<file path="src/rtl/mux_bus_pkg.sv">
package mux_bus_pkg;

    typedef enum logic [2:0] {
        S_IDLE,
        S_ADDR,
        S_CMD1,
        S_WAITA,
        S_WAITB,
        S_CMD2,
        S_CLOSE
    } bus_state_t;

endpackage

</file>
<file path="src/rtl/bus_cycle_fsm.sv">
module bus_cycle_fsm
    import mux_bus_pkg::*;
(
    input  logic       clk,
    input  logic       rst_n,
    input  logic       req_valid,
    input  logic       ready,
    input  logic       need_split,
    output bus_state_t state,
    output logic       clk_out,
    output logic       start,
    output logic       second
);

    bus_state_t nxt;

    // a cycle may only open when the bus clock is about to rise
    assign start = (state == S_IDLE) && req_valid && !clk_out;

    always_ff @(posedge clk) begin
        if (!rst_n) begin
            state   <= S_IDLE;
            clk_out <= 1'b0;
            second  <= 1'b0;
        end else begin
            state   <= nxt;
            clk_out <= ~clk_out;
            if (start)
                second <= 1'b0;
            else if (state == S_CLOSE && need_split)
                second <= 1'b1;
        end
    end

    always_comb begin
        nxt = state;
        unique case (state)
            S_IDLE:  nxt = start ? S_ADDR : S_IDLE;
            S_ADDR:  nxt = S_CMD1;
            S_CMD1:  nxt = ready ? S_CMD2 : S_WAITA;
            S_WAITA: nxt = S_WAITB;
            S_WAITB: nxt = ready ? S_CMD2 : S_WAITA;
            S_CMD2:  nxt = S_CLOSE;
            S_CLOSE: nxt = need_split ? S_ADDR : S_IDLE;
            default: nxt = S_IDLE;
        endcase
    end

    // address clock always sits on the high half of the bus clock
    assert_addr_on_rise_R3: assert property (@(posedge clk) disable iff (!rst_n)
        (state == S_ADDR) |-> clk_out);

    // a wait is entered only after ready was sampled low
    assert_wait_after_low_R4: assert property (@(posedge clk) disable iff (!rst_n)
        (state == S_WAITA) |-> !$past(ready));

    // the high-byte part follows straight on from the low-byte close
    assert_split_back_to_back_R9: assert property (@(posedge clk) disable iff (!rst_n)
        (state == S_ADDR && second) |-> ($past(state) == S_CLOSE));

endmodule

</file>
<file path="src/rtl/bus_lane_path.sv">
module bus_lane_path
    import mux_bus_pkg::*;
#(
    parameter int AD_W = 16
) (
    input  logic            clk,
    input  logic            rst_n,
    input  logic            start,
    input  bus_state_t      state,
    input  logic            second,
    input  logic            req_write,
    input  logic            req_word,
    input  logic [AD_W-1:0] req_addr,
    input  logic [AD_W-1:0] req_wdata,
    input  logic            dyn_width_en,
    input  logic            bus_width,
    input  logic [AD_W-1:0] ad_in,
    output logic [AD_W-1:0] ad_out,
    output logic            ad_oe,
    output logic [AD_W-1:0] rdata,
    output logic            cyc_write,
    output logic            even_sel,
    output logic            odd_sel,
    output logic            need_split
);

    localparam int BYTE_W = AD_W / 2;

    logic [AD_W-1:0]   cyc_addr;
    logic [AD_W-1:0]   lat_wdata;
    logic              lat_word;
    logic              wide;
    logic              xfer_word;
    logic [BYTE_W-1:0] wr_byte;
    logic [BYTE_W-1:0] rd_byte;
    logic              in_cmd;

    assign xfer_word  = lat_word && wide && !second;
    assign need_split = lat_word && !wide && !second;
    assign even_sel   = xfer_word || !cyc_addr[0];
    assign odd_sel    = xfer_word || cyc_addr[0];
    assign wr_byte    = second ? lat_wdata[AD_W-1:BYTE_W] : lat_wdata[BYTE_W-1:0];
    assign rd_byte    = (wide && cyc_addr[0]) ? ad_in[AD_W-1:BYTE_W] : ad_in[BYTE_W-1:0];
    assign in_cmd     = (state == S_CMD1) || (state == S_WAITA) || (state == S_WAITB)
                     || (state == S_CMD2) || (state == S_CLOSE);

    always_ff @(posedge clk) begin
        if (!rst_n) begin
            cyc_addr  <= '0;
            lat_wdata <= '0;
            lat_word  <= 1'b0;
            cyc_write <= 1'b0;
            wide      <= 1'b1;
            rdata     <= '0;
        end else begin
            if (start) begin
                cyc_addr  <= req_addr;
                lat_wdata <= req_wdata;
                lat_word  <= req_word;
                cyc_write <= req_write;
                if (!req_write)
                    rdata <= '0;
            end else if (state == S_CLOSE && need_split) begin
                cyc_addr <= cyc_addr | AD_W'(1);
            end
            if (state == S_ADDR)
                wide <= dyn_width_en ? bus_width : 1'b1;
            if (state == S_CMD2 && !cyc_write) begin
                if (xfer_word)
                    rdata <= ad_in;
                else if (second)
                    rdata[AD_W-1:BYTE_W] <= rd_byte;
                else
                    rdata[BYTE_W-1:0] <= rd_byte;
            end
        end
    end

    always_comb begin
        if (state == S_ADDR)
            ad_out = cyc_addr;
        else if (xfer_word)
            ad_out = lat_wdata;
        else
            ad_out = {wr_byte, wr_byte};
        ad_oe = (state == S_ADDR) || (cyc_write && in_cmd);
    end

    // the second part of a split always targets the odd byte
    assert_split_odd_R9: assert property (@(posedge clk) disable iff (!rst_n)
        (state == S_ADDR && second) |-> cyc_addr[0]);

    // with dynamic width off, the cycle is always full width
    assert_width_fixed_R5: assert property (@(posedge clk) disable iff (!rst_n)
        (state == S_CMD1 && !$past(dyn_width_en)) |-> wide);

endmodule

</file>
<file path="src/rtl/bus_strobe_gen.sv">
module bus_strobe_gen
    import mux_bus_pkg::*;
(
    input  logic       clk,
    input  logic       rst_n,
    input  bus_state_t state,
    input  logic       addr_mode,
    input  logic       strobe_mode,
    input  logic       cyc_write,
    input  logic       even_sel,
    input  logic       odd_sel,
    input  logic       need_split,
    output logic       addr_strobe,
    output logic       rd_n,
    output logic       wr_n,
    output logic       bhe_n,
    output logic       done
);

    logic cmd;

    always_comb begin
        cmd = (state == S_CMD1) || (state == S_WAITA) || (state == S_WAITB)
           || (state == S_CMD2);
        if (addr_mode)
            addr_strobe = (state == S_IDLE) || (state == S_CLOSE);
        else
            addr_strobe = (state == S_ADDR);
        rd_n  = !(cmd && !cyc_write);
        if (strobe_mode)
            wr_n = !(cmd && cyc_write && even_sel);
        else
            wr_n = !(cmd && cyc_write);
        bhe_n = !(cmd && cyc_write && odd_sel);
        done  = (state == S_CLOSE) && !need_split;
    end

    assert_rd_only_read_R6: assert property (@(posedge clk) disable iff (!rst_n)
        !rd_n |-> !cyc_write);

    assert_no_rd_wr_overlap_R7: assert property (@(posedge clk) disable iff (!rst_n)
        !(!rd_n && !wr_n));

    assert_done_single_R10: assert property (@(posedge clk) disable iff (!rst_n)
        done |=> !done);

endmodule

</file>
<file path="src/rtl/mux_bus_seq.sv">
module mux_bus_seq
    import mux_bus_pkg::*;
#(
    parameter int AD_W = 16
) (
    input  logic            clk,
    input  logic            rst_n,
    input  logic            addr_mode,
    input  logic            strobe_mode,
    input  logic            dyn_width_en,
    input  logic            req_valid,
    input  logic            req_write,
    input  logic            req_word,
    input  logic [AD_W-1:0] req_addr,
    input  logic [AD_W-1:0] req_wdata,
    input  logic            ready,
    input  logic            bus_width,
    input  logic [AD_W-1:0] ad_in,
    output logic [AD_W-1:0] ad_out,
    output logic            ad_oe,
    output logic            clk_out,
    output logic            addr_strobe,
    output logic            rd_n,
    output logic            wr_n,
    output logic            bhe_n,
    output logic [AD_W-1:0] rdata,
    output logic            done
);

    bus_state_t state;
    logic start, second, need_split;
    logic cyc_write, even_sel, odd_sel;

    bus_cycle_fsm u_fsm (
        .clk        (clk),
        .rst_n      (rst_n),
        .req_valid  (req_valid),
        .ready      (ready),
        .need_split (need_split),
        .state      (state),
        .clk_out    (clk_out),
        .start      (start),
        .second     (second)
    );

    bus_lane_path #(.AD_W(AD_W)) u_path (
        .clk          (clk),
        .rst_n        (rst_n),
        .start        (start),
        .state        (state),
        .second       (second),
        .req_write    (req_write),
        .req_word     (req_word),
        .req_addr     (req_addr),
        .req_wdata    (req_wdata),
        .dyn_width_en (dyn_width_en),
        .bus_width    (bus_width),
        .ad_in        (ad_in),
        .ad_out       (ad_out),
        .ad_oe        (ad_oe),
        .rdata        (rdata),
        .cyc_write    (cyc_write),
        .even_sel     (even_sel),
        .odd_sel      (odd_sel),
        .need_split   (need_split)
    );

    bus_strobe_gen u_strobe (
        .clk         (clk),
        .rst_n       (rst_n),
        .state       (state),
        .addr_mode   (addr_mode),
        .strobe_mode (strobe_mode),
        .cyc_write   (cyc_write),
        .even_sel    (even_sel),
        .odd_sel     (odd_sel),
        .need_split  (need_split),
        .addr_strobe (addr_strobe),
        .rd_n        (rd_n),
        .wr_n        (wr_n),
        .bhe_n       (bhe_n),
        .done        (done)
    );

endmodule

</file>
<file path="config.mk">
export PLATFORM = sky130hd
export DESIGN_NAME = mux_bus_seq
export DESIGN_NICKNAME = d
export VERILOG_FILES = /design/src/rtl/mux_bus_pkg.sv /design/src/rtl/bus_cycle_fsm.sv /design/src/rtl/bus_lane_path.sv /design/src/rtl/bus_strobe_gen.sv /design/src/rtl/mux_bus_seq.sv
export SDC_FILE = /design/constraint.sdc
export NUM_CORES = 1
export LEC_CHECK = 0
export ABC_AREA = 1
export BUFFER_PORTS_ARGS = -buffer_cell sky130_fd_sc_hd__clkbuf_2
export CAP_MARGIN = 20
export CORE_MARGIN = 2
export CORE_UTILIZATION = 45
export DETAILED_ROUTE_END_ITERATION = 6
export PLACE_DENSITY = 0.73
export SLEW_MARGIN = 20
export SYNTH_ARGS = -nofsm -noshare
export SYNTH_HDL_FRONTEND = slang
export SYNTH_SLANG_ARGS = --single-unit
</file>
<file path="constraint.sdc">
create_clock -name clk -period 2.15 [get_ports clk]
set_input_delay 0.43 -clock clk [delete_from_list [all_inputs] [get_ports clk]]
set_output_delay 0.43 -clock clk [all_outputs]
set_load 0.01 [all_outputs]
</file>
* After elaboration in Yosys (flattened, before gate mapping) *
Cells that the tools add are included.

word-level totals
  register bits = 56
  input port bits = 58
  output and inout bits = 39
  logic and storage cells = 74

operators by class
  eq/ne operators = 6
  multiplexer cells = 19
  bitwise operators = 2
  reductions and logical operators = 37

operators with widths
  operator              count
  $mux W16              7
  $mux W8               4
  $pmux W3 S6           1
  $logic_and A1 B1 Y1   15
  $logic_not A1 Y1      10
  $eq A3 B3 Y1 const B  3
  $logic_or A1 B1 Y1    8
  $eq A3 B2 Y1 const B  2
  $mux W1               6
  $reduce_or A2 Y1      2
  $eq A3 B1 Y1 const B  1
  $logic_not A3 Y1      1
  $mux W3               1
  $not A1 Y1            2
  $reduce_bool A2 Y1    1

* Longest topological paths before layout *
Gate-level depths: netlist of run 1.

  depth in word-level cells = 8
  gate-level depth with buffers = 9
  mapped depth without buffers = 8

* Hierarchy *
From an unflattened synthesis of run 1, not the netlist that was laid out.

unflattened totals
  cells, all modules = 473
  area total of the unflattened synthesis = 3029.2 um2

by module, submodules not included
  module          instances  cells an instance  area an instance (um2)  seq. area each (um2)
  bus_lane_path   1          422                2716.4                  1021.0
  bus_cycle_fsm   1          34                 231.5                   100.1
  bus_strobe_gen  1          17                 81.3                    0.0

* Least setup slack after synthesis of run 1 *
OpenSTA, ideal clock, no wires.

  kind = reg2out
  from = reg u_fsm.state[0]
  to = out addr_strobe
  data arrival time = 1.221 ns
  data required time = 1.720 ns
  slack = 0.499 ns
  cell stages (with the launch flop) = 6
  buffers on the path = 1
  cells stage by stage = dfxtp_1 > inv_1 > nor2_4 > nand2_1 > buf_4 > o21ai_0

between the ends
  word-level cells in the longest chain between the ends = 3
  elaborated cells between the ends (all ways) = 5

ends and longest elaborated chain
  element                                                  RTL line              source
  start: declaration                                       bus_cycle_fsm.sv:9    output bus_state_t state,
  start signal: assignment                                 bus_cycle_fsm.sv:26   state <= nxt;
  $eq A3 B3 Y1 / $logic_not A3 Y1 (equally long branches)  bus_strobe_gen.sv:26  addr_strobe = (state == S_IDLE) || (state == S_CLOSE);
  $logic_or A1 B1 Y1                                       bus_strobe_gen.sv:26
  $mux W1 (*)                                              bus_strobe_gen.sv:25  if (addr_mode)
  end: declaration                                         mux_bus_seq.sv:22     output logic addr_strobe,

Every way passes the cells marked *; elsewhere a longest branch is shown, timed or not.

* Final worst setup path of run 1 *
  from = reg u_fsm.state[0]
  to = out ad_out[11]

between the ends
  word-level cells in the longest chain between the ends = 2

ends and longest elaborated chain
  element           RTL line             source
  $eq A3 B1 Y1      bus_lane_path.sv:80  if (state == S_ADDR)
  $mux W16          bus_lane_path.sv:80
  end: declaration  mux_bus_seq.sv:19    output logic [AD_W-1:0] ad_out,

Every way passes these cells.

==> impl_metrics.json, run 1 <==
{
  "grt_pass1_vias": 2758,
  "synth.area.top_cells": "dfxtp_1 (39%), nand2_1 (12%), o21ai_0 (10%), nor2_1 (10%), nand3_1 (5.4%)",
  "initial_core_util_pct": 45.7,
  "maxSlewViolCount": 0,
  "die_h_um": 83.6,
  "finalClockSkew_ns": 0.00789,
  "max_freq_mhz": 483,
  "htree_levels": 2,
  "hold_class": "in2reg",
  "finalHoldViolCount": 0,
  "outcome": "complete, no violations",
  "ys_types": 26,
  "drive_gt1_share_pct": 27.0,
  "crit_family": "buffers and inverters",
  "max_slew.worst_pin.slew_ns": 0.504,
  "grt_max_degree": 30,
  "worst-setup-path-type": "reg2out",
  "cts.hold.buffers_added": 0,
  "place_ws_ns": 0.295,
  "min_period_over_period_pct": 96.4,
  "dr.first_iter.drc_count": 190,
  "dp_hpwl_mm": 5.50,
  "numPortBuffers": 96,
  "grtUsageMet1_pct": 28.5,
  "vias": 3019,
  "critPathMaxStageDelay_ns": 0.38,
  "finalWorstSetupSlack_ns": 0.0776,
  "core_area_um2": 6240,
  "syn_to_final_growth_pct": 23.3,
  "arrival_ns": 1.64,
  "drc": 0,
  "rows": 29,
  "antenna_found_initial": 0,
  "clk_latency_ns": 0.32,
  "yosysMostFrequentCell": "nand2_1",
  "hold_slack_ns": 0.354,
  "async_reset_ff_share_pct": 0,
  "utilization_pct": 56.4,
  "ant_nets": 0,
  "drv_cap": 0,
  "firstDrtPassIters": 5,
  "worstPathCellList": "inv_1 -> nor2_4 -> nand2_2 -> buf_4 -> o21ai_0 -> o22a_1 -> clkbuf_2",
  "vdd_ir_drop_max_mv": 0.474,
  "setup_viol": 0,
  "grt_use_met2_pct": 34.4,
  "cp.required_ns": 1.72,
  "synth-seq-cells": 56,
  "path_clk_slew_ns": 0.11,
  "nets": 576,
  "syn_inst": 431,
  "synth_edf_count": 0,
  "globalplace.congestion": 0.842,
  "powerDensity_nw_per_um2": 738,
  "cts-root-buf": "clkbuf_8",
  "cts_setup_buffers": 0,
  "clock_path_buffers": 2,
  "synth.top_cells.by_count": "nand2_1 (91), nor2_1 (76), o21ai_0 (59)",
  "synth_area_per_cell_um2": 6.62,
  "max-slew-margin-rel_pct": 66.3,
  "dieWidth_um": 83.6,
  "cts_buffers": 5,
  "critPathSlowestCell": "dfxtp_4",
  "synth_top_area_share_pct": 39.3,
  "avgViaCountPerCell": 5.07,
  "wl_per_cell_um": 12.6,
  "fin_crit_ns": 2.07,
  "gr-usage-met3_pct": 4.75,
  "grt_pass1_wl_mm": 12.4,
  "yosys_warnings": 0,
  "cp-start-kind": "register",
  "wirelength_mm": 7.53,
  "netlist_area_um2": 2850,
  "io_pins": 97,
  "gr-total-overflow": 0,
  "cts_tree": "built",
  "synth_ff_type": "dfxtp_1",
  "synth_seq_area_share_pct": 39.3,
  "grtUsageTotal_pct": 21.4,
  "diodes": 0,
  "power.leakage_nw": 1.64,
  "syn_nets": 489,
  "clock_sinks": 56,
  "cp-end-kind": "output port",
  "critPathBufInv": 3,
  "worstPathMaxFanout": 12,
  "top_usage_layer": "met2",
  "die-area_um2": 6990,
  "yosysTopAreaCell": "dfxtp_1",
  "rsz0062_at_grt": "yes"
}
layout make-up:
class                           count  area (um2)
Multi-Input combinational cell    320        1510
Clock buffer                        5        68.8
Timing Repair Buffer              104         548
Clock inverter                      3        46.3
Sequential cell                    56        1130
Tap cell                           77        96.3
Fill cell                         644        2720
Inverter                           31         121
cells by family after synthesis:
family	Yosys count	synth area share [%]
flip-flops	56	39.3
AO/OA/AOI/OAI	102	18.8
buffers and inverters	55	8.55
AND/OR/NAND/NOR	218	33.4
repair_timing:
action / CTS / global route
pin swaps: 0 / 1
endpoints found under the setup margin: 15 / 8
gates resized for setup: 5 / 13
registers in the layout, summed over array words and instances, names as in the netlist:
signal	count
u_fsm.state	3
u_fsm.second	1
u_path.rdata	16
u_path.lat_word	1
u_fsm.clk_out	1
u_path.cyc_addr	16
u_path.wide	1
u_path.cyc_write	1
u_path.lat_wdata	16
power by group:
part	leakage (nW)	switching, W	internal, W	total (W)
clock network	0.0548	0.000364	0.000352	0.000715
registers	0.461	0.0000633	0.00113	0.00119
logic	1.13	0.000429	0.000261	0.000690
worst min-delay path: cells and delay by family:
kind                   cells  cell delay [ns]
buffers and inverters      1             0.07
AOI/OAI and AO/OA          1             0.07
and+or+nand+nor            1             0.07
through the flow:
step / cell area [um2] / TNS [ns] / instances / power [W]
4_1_cts: 3490 / 0 / 596 / 0.00260
3_3_place_gp: 3360 / 0 / 588 / 0.00187
3_5_place_dp: 3360 / 0 / 588 / 0.00188
5_1_grt: 3520 / -0.0884 / 596 / 0.00275
6_report: 3520 / 0 / 596 / 0.00260
2_1_floorplan: 2850 / 0 / 431 / 0.00166
metal layers:
metal | share of wire [%] | vias to the layer above
met4 | 2.0 | 0
met3 | 7.0 | 16
li1 | - | 1576
met2 | 46 | 111
met1 | 45 | 1316
met5 | 0 | -
layout by cell type (no fill, tap or decap):
cell type / instances
a21oi_1: 30
a21oi_2: 1
a31oi_1: 4
a31oi_2: 3
buf_2: 1
buf_4: 6
buf_6: 2
bufinv_16: 1
clkbuf_2: 95
clkbuf_8: 5
clkinvlp_4: 1
dfxtp_1: 52
dfxtp_2: 3
dfxtp_4: 1
inv_1: 25
inv_2: 4
inv_4: 2
inv_6: 1
nand2_1: 90
nand2_2: 1
nand3_1: 31
nand3_2: 2
nand3_4: 1
nand4_2: 1
nor2_1: 76
nor2_4: 4
o211ai_1: 2
o21ai_0: 56
o21ai_1: 4
o22a_1: 2
or2_0: 2
or2_1: 5
or2_2: 5
path summary, 6_finish.rpt:
check	end	from	cells after the start	slack, ns
setup / recovery	ad_out[11]	u_fsm.state[0]	7	0.08
hold / removal	u_path.lat_wdata[4]	req_wdata[4]	3	0.35
setup reg to reg	u_path.rdata[4]	u_path.cyc_addr[0]	7	0.50
hold reg to reg	u_fsm.clk_out	u_fsm.clk_out	1	0.45
No activity file was read; power rests on OpenSTA's default activity.
==> run 2: changes to the inputs <==
--- a/config.mk
+++ b/config.mk
@@ -7,9 +7,10 @@
 export LEC_CHECK = 0
 export ABC_AREA = 1
 export BUFFER_PORTS_ARGS = -buffer_cell sky130_fd_sc_hd__clkbuf_2
-export CAP_MARGIN = 20
+export CAP_MARGIN = 30
 export CORE_MARGIN = 2
 export CORE_UTILIZATION = 45
+export CTS_CLUSTER_DIAMETER = 150
 export DETAILED_ROUTE_END_ITERATION = 6
 export PLACE_DENSITY = 0.73
 export SLEW_MARGIN = 20
==> constraint.sdc (replaced) <==
create_clock -name clk -period 2.15 [get_ports clk]
set_input_delay 0 -clock clk [delete_from_list [all_inputs] [get_ports clk]]
set_output_delay 0 -clock clk [all_outputs]
set_load 0.01 [all_outputs]
==> impl_metrics.json, run 2 (synthesis results as in run 1) <==
{
  "cts-root-buf": "clkbuf_8",
  "dp_hpwl_mm": 5.51,
  "htree_levels": 2,
  "maxSlewViolCount": 0,
  "clock_sinks": 56,
  "critPathMaxStageDelay_ns": 0.46,
  "critPathBufInv": 2,
  "wirelength_mm": 8.19,
  "numPortBuffers": 96,
  "wl_met2_mm": 3.93,
  "place_area_um2": 3340,
  "power_frac_comb_pct": 25.2,
  "worstPathMaxFanout": 22,
  "grtUsageTotal_pct": 23.7,
  "seqPwrFrac_pct": 42.0,
  "initial_core_util_pct": 45.7,
  "finalHoldViolCount": 0,
  "design_area_um2": 3840,
  "max_slew.worst_pin.slew_ns": 0.478,
  "critPathSlowestCell": "dfxtp_1",
  "netSwitchingPower_w": 0.000858,
  "cts_tree": "built",
  "worst-setup-path-type": "reg2out",
  "clockPowerShare_pct": 32.8,
  "min_period_over_period_pct": 92.9,
  "diodes": 0,
  "cp-end-kind": "output port",
  "clk_latency_ns": 0.31,
  "worstPathCellList": "nand3_4 -> clkinv_2 -> or2_1 -> a31oi_1 -> clkbuf_2",
  "ant_nets": 0,
  "globalplace.congestion": 0.867,
  "crit_family": "simple AND/OR/NAND/NOR gates",
  "powerDensity_nw_per_um2": 744,
  "finalClockSkew_ns": 0.0101,
  "drv_cap": 0,
  "syn_to_final_growth_pct": 34.5,
  "p_sw_share_pct": 30.1,
  "route.met3.wl_um": 554,
  "hold_slack_ns": 0.00332,
  "dr.first_iter.drc_count": 231,
  "hold_class": "in2reg",
  "path_clk_slew_ns": 0.11,
  "finalSetupTns_ns": 0,
  "outcome": "complete, no violations",
  "top_regs": "u_path.cyc_addr: 16 flops, u_path.lat_wdata: 16 flops, u_path.rdata: 16 flops",
  "die-area_um2": 6990,
  "cts_buffers": 5,
  "max-slew-margin-rel_pct": 68.0,
  "vdd_ir_drop_max_mv": 0.401,
  "io_pins": 97,
  "drive_gt1_share_pct": 23.3,
  "arrival_ns": 2.00,
  "die_h_um": 83.6,
  "grt_pass1_wl_mm": 13.7,
  "wl_met1_mm": 3.60,
  "core_area_um2": 6240,
  "intPower_w": 0.00200,
  "firstDrtPassIters": 7,
  "antenna_found_initial": 0,
  "vias": 3188,
  "cp.required_ns": 2.15,
  "clock_path_buffers": 2,
  "cp-start-kind": "register",
  "grt_max_degree": 37,
  "grt_pass1_vias": 2988,
  "utilization_pct": 61.5,
  "rsz0062_at_grt": "no",
  "gr-total-overflow": 0,
  "fin_crit_ns": 2.00,
  "nets": 606,
  "setup_viol": 0,
  "avgViaCountPerCell": 5.09,
  "drc": 0,
  "p_total_w": 0.00286,
  "final_cell_mix": "clkbuf_2 (96), nand2_1 (91), nor2_1 (76)",
  "final_common_cell": "clkbuf_2",
  "dr.max_layer_used": "met4",
  "dieWidth_um": 83.6,
  "power.leakage_nw": 1.78,
  "rows": 29,
  "wl_per_cell_um": 13.1,
  "max_freq_mhz": 500
}
## run 2: worst reg2reg max path: stages, from the launching register on
cell and delay (ns):
dfxtp_1 0.44, inv_1 0.13, nor2_4 0.12, nand2_1 0.13, inv_2 0.27, o21ai_1 0.12
dlygate4sd3_1 0.58, o211ai_1 0.09
## run 2: per-layer routing
layer	vias to the layer above	track usage, %
met5	-	0
met4	0	6.01
met3	10	4.65
met2	126	40.2
met1	1422	30.8
li1	1630	-
## run 2: power groups by stage
stage / registers, W / logic, W / clock network, W
after floorplan: 0.00119 / 0.000466 / 0
after CTS: 0.00120 / 0.000708 / 0.000947
after global routing: 0.00121 / 0.000810 / 0.000995
after global placement: 0.00122 / 0.000649 / 0
final: 0.00120 / 0.000721 / 0.000936
after detailed placement: 0.00122 / 0.000657 / 0
## run 2: cell type report
cell class / count / area, um2
fill: 617 / 2400
tap: 77 / 96.3
inverter: 31 / 118
clock inverter: 3 / 90.1
clock buffer: 5 / 68.8
timing repair buffer: 134 / 848
sequential: 56 / 1120
multi-input combinational: 320 / 1500
## run 2: per-stage QoR
stage	cells	worst slack [ns]
floorplan	431	0.895
global placement	585	0.519
detailed placement	585	0.370
CTS	626	0.0198
global route	626	0.0371
finish	626	0.152
## run 2: path summary, 6_finish.rpt
kind	start	to	slack, ns	depth (start not counted)
worst min register to register	u_fsm.clk_out	u_fsm.clk_out	0.45	1
worst max register to register	u_fsm.state[0]	u_path.wide	0.20	7
worst min-delay path	req_word	u_path.lat_word	0.003	3
worst max-delay path	u_path.wide	ad_out[13]	0.15	5
## run 2: what timing repair did
action / CTS / global route
hold buffers: 33 / 0
endpoints found under the setup margin: 0 / 7
buffers inserted: 0 / 0
hold endpoints to repair: 33 / 0
gates resized for setup: 0 / 2
